[config.mk]
export PLATFORM = sky130hd
export DESIGN_NAME = mdio_page_bridge
export DESIGN_NICKNAME = d
export VERILOG_FILES = /design/src/rtl/mdio_bridge_pkg.sv /design/src/rtl/mdio_req_decode.sv /design/src/rtl/mdio_half_stage.sv /design/src/rtl/mdio_page_bridge.sv
export SDC_FILE = /design/constraint.sdc
export NUM_CORES = 1
export LEC_CHECK = 0
export ABC_AREA = 1
export BUFFER_PORTS_ARGS = -buffer_cell sky130_fd_sc_hd__buf_2
export CAP_MARGIN = 20
export CORE_AREA = 2 2 103 105
export CTS_CLUSTER_DIAMETER = 60
export DETAILED_ROUTE_END_ITERATION = 12
export DIE_AREA = 0 0 105 107
export SYNTH_ARGS = -nofsm -noshare
export SYNTH_HDL_FRONTEND = slang
export SYNTH_SLANG_ARGS = --single-unit
export TNS_END_PERCENT = 20
[constraint.sdc]
create_clock -name clk -period 1.95 [get_ports clk]
set_input_delay 0.2925 -clock clk [delete_from_list [all_inputs] [get_ports clk]]
set_output_delay 0.2925 -clock clk [all_outputs]
set_load 0.02 [all_outputs]
[src/rtl/mdio_bridge_pkg.sv]
package mdio_bridge_pkg;
   typedef enum logic [2:0] {
      ACC_NONE,
      ACC_PAGE_WR,
      ACC_PAGE_RD,
      ACC_STAGE_HI,
      ACC_WRITE_LO,
      ACC_FETCH_LO,
      ACC_READ_HI,
      ACC_MISS_RD
   } acc_kind_e;
endpackage

[src/rtl/mdio_req_decode.sv]
module mdio_req_decode
   import mdio_bridge_pkg::*;
#(
   parameter int          PHY_W    = 5,
   parameter int          REG_W    = 5,
   parameter int          WIN_W    = 3,
   parameter logic [4:0]  PAGE_PHY = 5'h1F,
   parameter logic [4:0]  PAGE_REG = 5'h10
) (
   input  logic             req_valid,
   input  logic [PHY_W-1:0] req_phy,
   input  logic [REG_W-1:0] req_reg,
   input  logic             req_write,
   output acc_kind_e        kind
);
   localparam int TAG_W = PHY_W - WIN_W;
   localparam logic [TAG_W-1:0] WIN_TAG = {1'b1, {(TAG_W-1){1'b0}}};

   logic is_page;
   logic in_win;

   assign is_page = (req_phy == PAGE_PHY[PHY_W-1:0]) && (req_reg == PAGE_REG[REG_W-1:0]);
   assign in_win  = (req_phy[PHY_W-1:WIN_W] == WIN_TAG);

   always_comb begin
      kind = ACC_NONE;
      if (req_valid) begin
         if (is_page) begin
            kind = req_write ? ACC_PAGE_WR : ACC_PAGE_RD;
         end else if (in_win) begin
            if (req_write) kind = req_reg[0] ? ACC_STAGE_HI : ACC_WRITE_LO;
            else           kind = req_reg[0] ? ACC_READ_HI  : ACC_FETCH_LO;
         end else if (!req_write) begin
            kind = ACC_MISS_RD;
         end
      end
   end
endmodule

[src/rtl/mdio_half_stage.sv]
module mdio_half_stage
   import mdio_bridge_pkg::*;
#(
   parameter int HALF_W = 16,
   parameter int PAGE_W = 9
) (
   input  logic                clk,
   input  logic                rst_n,
   input  acc_kind_e           kind,
   input  logic [HALF_W-1:0]   req_wdata,
   input  logic [2*HALF_W-1:0] reg_rdata,
   output logic [PAGE_W-1:0]   page_q,
   output logic [HALF_W-1:0]   stage_q,
   output logic                rsp_valid,
   output logic [HALF_W-1:0]   rsp_rdata
);
   localparam int PAD_W = HALF_W - PAGE_W;

   logic [HALF_W-1:0] latch_q;
   logic [HALF_W-1:0] page_ext;

   assign page_ext = {{PAD_W{1'b0}}, page_q};

   always_ff @(posedge clk) begin
      if (!rst_n) begin
         page_q    <= '0;
         stage_q   <= '0;
         latch_q   <= '0;
         rsp_valid <= 1'b0;
         rsp_rdata <= '0;
      end else begin
         rsp_valid <= 1'b0;
         case (kind)
            ACC_PAGE_WR:  page_q  <= req_wdata[PAGE_W-1:0];
            ACC_STAGE_HI: stage_q <= req_wdata;
            ACC_PAGE_RD: begin
               rsp_valid <= 1'b1;
               rsp_rdata <= page_ext;
            end
            ACC_FETCH_LO: begin
               rsp_valid <= 1'b1;
               rsp_rdata <= reg_rdata[HALF_W-1:0];
               latch_q   <= reg_rdata[2*HALF_W-1:HALF_W];
            end
            ACC_READ_HI: begin
               rsp_valid <= 1'b1;
               rsp_rdata <= latch_q;
            end
            ACC_MISS_RD: begin
               rsp_valid <= 1'b1;
               rsp_rdata <= '1;
            end
            default: ;
         endcase
      end
   end
endmodule

[src/rtl/mdio_page_bridge.sv]
module mdio_page_bridge
   import mdio_bridge_pkg::*;
#(
   parameter int HALF_W = 16,
   parameter int PAGE_W = 9,
   parameter int PHY_W  = 5,
   parameter int REG_W  = 5,
   parameter int WIN_W  = 3,
   localparam int WORD_W = 2 * HALF_W,
   localparam int SUB_W  = REG_W - 1,
   localparam int ADDR_W = PAGE_W + WIN_W + SUB_W + 2
) (
   input  logic              clk,
   input  logic              rst_n,
   input  logic              req_valid,
   input  logic [PHY_W-1:0]  req_phy,
   input  logic [REG_W-1:0]  req_reg,
   input  logic              req_write,
   input  logic [HALF_W-1:0] req_wdata,
   output logic              rsp_valid,
   output logic [HALF_W-1:0] rsp_rdata,
   output logic              reg_wr_en,
   output logic              reg_rd_en,
   output logic [ADDR_W-1:0] reg_addr,
   output logic [WORD_W-1:0] reg_wdata,
   input  logic [WORD_W-1:0] reg_rdata
);
   if (PAGE_W < 1 || PAGE_W >= HALF_W) begin : g_bad_page
      $error("PAGE_W must lie between 1 and HALF_W-1");
   end
   if (WIN_W < 1 || WIN_W >= PHY_W) begin : g_bad_win
      $error("WIN_W must leave at least one PHY tag bit");
   end
   if (REG_W < 2) begin : g_bad_reg
      $error("REG_W must hold a half select and a word index");
   end

   acc_kind_e         kind;
   logic [PAGE_W-1:0] page_q;
   logic [HALF_W-1:0] stage_q;

   mdio_req_decode #(
      .PHY_W (PHY_W),
      .REG_W (REG_W),
      .WIN_W (WIN_W)
   ) u_decode (
      .req_valid (req_valid),
      .req_phy   (req_phy),
      .req_reg   (req_reg),
      .req_write (req_write),
      .kind      (kind)
   );

   mdio_half_stage #(
      .HALF_W (HALF_W),
      .PAGE_W (PAGE_W)
   ) u_stage (
      .clk       (clk),
      .rst_n     (rst_n),
      .kind      (kind),
      .req_wdata (req_wdata),
      .reg_rdata (reg_rdata),
      .page_q    (page_q),
      .stage_q   (stage_q),
      .rsp_valid (rsp_valid),
      .rsp_rdata (rsp_rdata)
   );

   assign reg_addr  = {page_q, req_phy[WIN_W-1:0], req_reg[REG_W-1:1], 2'b00};
   assign reg_wr_en = (kind == ACC_WRITE_LO);
   assign reg_rd_en = (kind == ACC_FETCH_LO);
   assign reg_wdata = {stage_q, req_wdata};
endmodule

Word-level counts from Yosys, hierarchy flattened

Index checks and enable logic that the tools add are counted.

Register bits after elaboration: 58
Latch bits: 0
Bits in writable memories: 0
Memory bits (read-only): 0
Word-level logic and storage cells: 28
Memories kept: 0

$add $sub $neg: 0
$mul: 0
Divide/modulo/power cells: 0
$lt $le $gt $ge: 0
Equality and inequality tests: 10
Shifts and indexed selects: 0
Multiplexer cells: 10
Bitwise gates (word level): 0
Reduce and logical (&&, ||, !) cells: 3

Operators by type and width:

| kind                                                 | count |
|---|---|
| one-hot mux 16 bit (4 select lines)                  | 1 |
| two-way mux 3 bit                                    | 6 |
| equality test 3 bit (second input constant)          | 4 |
| equality test 5 bit (second input constant)          | 2 |
| equality test 3 x 2 -> 1 bit (second input constant) | 2 |
| two-way mux 2 bit                                    | 2 |
| nonzero test 4 bit                                   | 1 |
| OR reduction 4 bit                                   | 1 |
| equality test 3 x 1 -> 1 bit (second input constant) | 1 |
| equality test 2 bit (second input constant)          | 1 |
| logical AND 1 bit                                    | 1 |
| two-way mux 1 bit                                    | 1 |

Longest topological paths before layout

Depth in word-level cells: 8
Gate-level depth with buffers: 13
Gate-level depth less buffers: 12

Cells and area by module

A second synthesis with hierarchy kept.

Cell total of the unflattened synthesis: 401
Area total of the unflattened synthesis: 2786.4 um^2

Modules (own cells, without submodules):

| module           | instances | cells an instance | area each (um^2) |
|---|---|---|---|
| mdio_half_stage  | 1         | 334               | 2401.1 |
| mdio_page_bridge | 1         | 31                | 210.2 |
| mdio_req_decode  | 1         | 36                | 175.2 |

Least setup slack after synthesis

OpenSTA, ideal clock, no wires.

Kind: input to output
Start point: in req_reg[0]
End point: out reg_wr_en
Arrival: 1.416 ns
Required time: 1.657 ns
Slack: 0.241 ns
Cell stages on the path: 6
Path buffers: 0
Cell sequence: ha_1 > nand2_1 > nand3_4 > nor2_8 > inv_2 > nor3_1

Cells in the longest elaborated chain, start to end: 6
Elaborated cells between the ends (all ways): 9

RTL lines:

| element                                                | RTL line                                     | text |
|---|---|---|
| from (decl)                                            | mdio_page_bridge.sv:17                       | `input logic [REG_W-1:0] req_reg,` |
| two-way mux 2 bit or two-way mux 3 bit (tied branches) | mdio_req_decode.sv:32, mdio_req_decode.sv:31 |  |
| two-way mux 3 bit                                      | mdio_req_decode.sv:31                        | `if (req_write) kind = req_reg[0] ? ACC_STAGE_HI : ACC_WRITE_LO;` |
| two-way mux 3 bit                                      | mdio_req_decode.sv:30                        | `end else if (in_win) begin` |
| two-way mux 3 bit *                                    | mdio_req_decode.sv:28                        | `if (is_page) begin` |
| two-way mux 3 bit *                                    | mdio_req_decode.sv:27                        | `if (req_valid) begin` |
| equality test 3 bit *                                  | mdio_page_bridge.sv:70                       | `assign reg_wr_en = (kind == ACC_WRITE_LO);` |
| to (decl)                                              | mdio_page_bridge.sv:22                       | `output logic reg_wr_en,` |

Mark *: on every way between the ends. The rest lies on a longest branch, timed or not.

Worst setup path in the final report

Same ends and word-level chain as after synthesis.

==> flow_metrics.env <==
export IMPL_run_status="finished, final reports clean"
export IMPL_worst_path_max_delay_cell="ha_1"
export IMPL_critPathKind="input port to primary output"
export IMPL_cts_clk_slew_worst_paths_ns=0.06
export IMPL_worstHoldPathType="input port to register"
export IMPL_clk_insertion_delay_late_ns=0.33
export IMPL_setup_tns_final_ns=0
export IMPL_ys_warn_count=0
export IMPL_h_tree_depth=3
export IMPL_dpl_hpwl_um=6680
export IMPL_synth_flop_cell="dfxtp_1"
export IMPL_synth_cell_type_count=28
export IMPL_cp_end_kind="primary output"
export IMPL_fin_ws_ns=0.117
export IMPL_multi_input_area_mm2=0.00138
export IMPL_synth_edf_count=0
export IMPL_port_buffers=128
export IMPL_hold_viol=0
export IMPL_slowest_delay_ns=0.28
export IMPL_slew_viol_final=0
export IMPL_cts_resized=0
export IMPL_fin_cells=691
export IMPL_place_worst_setup_slack_ns=0.0908
export IMPL_crit_chain="buf_2 -> ha_1 -> nand2_1 -> nand2_1 -> nand2_1 -> nand2_1 -> clkinv_2 -> nor3_1 -> buf_2"
export IMPL_rsz0062_at_grt="no"
export IMPL_ios=131
export IMPL_ys_top_cells_by_area="dfxtp_1 (39%), nor2_1 (15%), nand2_1 (9.9%)"
export IMPL_ant_nets=0
export IMPL_drt_iter0_drc=84
export IMPL_synth_top_cell_by_area="dfxtp_1"
export IMPL_fin_hold_ws_ns=0.214
export IMPL_routedWlPerCell_um=12.5
export IMPL_post_cts_setup_buffers=0
export IMPL_core_area_mm2=0.0101
export IMPL_cp_arrival_ns=1.54
export IMPL_max_cap_violations=0
export IMPL_num_vias=3055
export IMPL_cp_data_required_time_ns=1.66
export IMPL_leakagePower_nw=2.00
export IMPL_die_x_um=105
export IMPL_clock_sinks=58
export IMPL_r2r_cells=4
export IMPL_worst_slew_pin_slew_ns=0.527
export IMPL_drive_above_1_share_pct=32.6
export IMPL_synthesis_area_mm2=0.00300
export IMPL_synth_area_per_cell_um2=6.76
export IMPL_synthTopCellsByCount="nor2_1 (120), nand2_1 (79), dfxtp_1 (58)"
export IMPL_cp_max_fo=3
export IMPL_setup_viol=0
export IMPL_synth_top_area_share_pct=38.8
export IMPL_antennaDiodeCount=0
export IMPL_grt_usage_pct=15.7
export IMPL_grt_max_degree=26
export IMPL_syn_inst=443
export IMPL_grt_pass1_wl_um=14000
export IMPL_max_slew_margin_pct=64.7
export IMPL_gr_total_overflow=0
export IMPL_regArea_mm2=0.00116
export IMPL_rr_endpoint="u_stage.rsp_rdata[13]"
export IMPL_cts_buffers=9
export IMPL_fillers=1137
export IMPL_drc_errors=0
export IMPL_fin_nets=613
export IMPL_rows=37
export IMPL_max_freq_mhz=545
export IMPL_die_h_um=107
export IMPL_routed_wl_um=8600
export IMPL_area_growth_pct=28.6
export IMPL_min_delay_start="req_wdata[10]"
export IMPL_period_share_pct=94.0
export IMPL_powerDensity_mw_per_mm2=854
export IMPL_start_util_pct=29.7
export IMPL_skew_ns=0.00910
export IMPL_peakVddDrop_v=0.000425
export IMPL_min_to="u_stage.stage_q[10]"
export IMPL_place_inst=675
export IMPL_die_area_mm2=0.0112
export IMPL_drt_pass1_iter_count=4
export IMPL_cts_tree="done"
export IMPL_place_congestion=0.891
export IMPL_reg2reg_from="u_stage.latch_q[13]"
export IMPL_drt_vias_per_instance=4.42
export IMPL_ys_ff_latch=58
export IMPL_clk_path_buf_depth=2
export IMPL_async_reset_ff_share_pct=0
export IMPL_start_kind="input port"
export IMPL_cts_hold_buf=0
export IMPL_cp_common_cell="nand2_1"
export IMPL_grt_pass1_vias=2912
export IMPL_root_buffer="clkbuf_8"
export IMPL_synth_seq_area_share_pct=38.8
export IMPL_hold_depth=3
export IMPL_antenna_found_initial=1
export IMPL_fin_crit_ns=1.83
export IMPL_r2r_slack_ns=1.19
export IMPL_synth_most_common_cell="nor2_1"
worst max-delay path by stage:
stage,from,endpoint,slack (ns),cells after the start
after global routing,req_reg[0],reg_wr_en,0.02,9
final,req_reg[0],reg_wr_en,0.12,9
after global placement,req_reg[0],reg_wr_en,0.12,9
after floorplan,req_reg[0],reg_wr_en,0.24,6
after CTS,req_reg[0],reg_wr_en,0.09,9
after detailed placement,req_reg[0],reg_wr_en,0.09,9
placed cells by master (no fill, tap or decap), types with 11 or more instances in the layout:
cell / instances
buf_2: 128
nor2_1: 120
nand2_1: 79
dfxtp_1: 58
inv_1: 33
o21ai_0: 31
nand4_1: 17
o21ai_1: 13
nand3_1: 11
clkbuf_8: 11
buf_4: 11
layer usage:
layer | wire length, um | GRT usage, %
met1 | 3980 | 19.7
met2 | 3940 | 25.9
met3 | 595 | 4.80
met4 | 91 | 4.38
met5 | 0 | 0
power by group:
part | switching [mW] | internal (mW)
Sequential | 0.0417 | 1.26
Clock | 0.468 | 0.914
Combinational | 0.390 | 0.220
Total | 0.899 | 2.39
per-stage QoR:
step	power [mW]	utilization, %	area (um2)
CTS	3.33	38.2	3850
finish	3.29	38.2	3850
detailed placement	1.94	35.7	3600
floorplan	1.74	-	3000
global route	3.45	38.2	3850
global placement	1.93	35.7	3600
sequential cells by signal (all words and copies together), names as in the netlist:
name / flops
u_stage.rsp_valid: 1
u_stage.rsp_rdata: 16
u_stage.stage_q: 16
u_stage.latch_q: 16
u_stage.page_q: 9
logic make-up (layout without fill, tap and decap cells):
group                      Yosys count  in the layout  share of synthesized area (%)
AOI/OAI and AO/OA                   45             45                           7.64
adders and majority gates            1              1                          0.418
buffers and inverters               86            197                           15.2
DFF                                 58             58                           38.8
other                                1              2                          0.125
and+or+nand+nor                    252            252                           37.9
critical path, delay by kind of cell:
kind	cells	cell delay [ns]
buf+inv	3	0.42
simple gates	5	0.53
fa+ha+maj	1	0.28
cell type report:
cell class,count,area share [%]
tap,136,4.42
sequential,58,30.1
multi-input combinational,300,35.9
timing repair buffer,139,18.8
clock buffer,11,3.93
inverter,42,4.19
clock inverter,5,2.60
No activity file was read; power rests on OpenSTA's default activity.
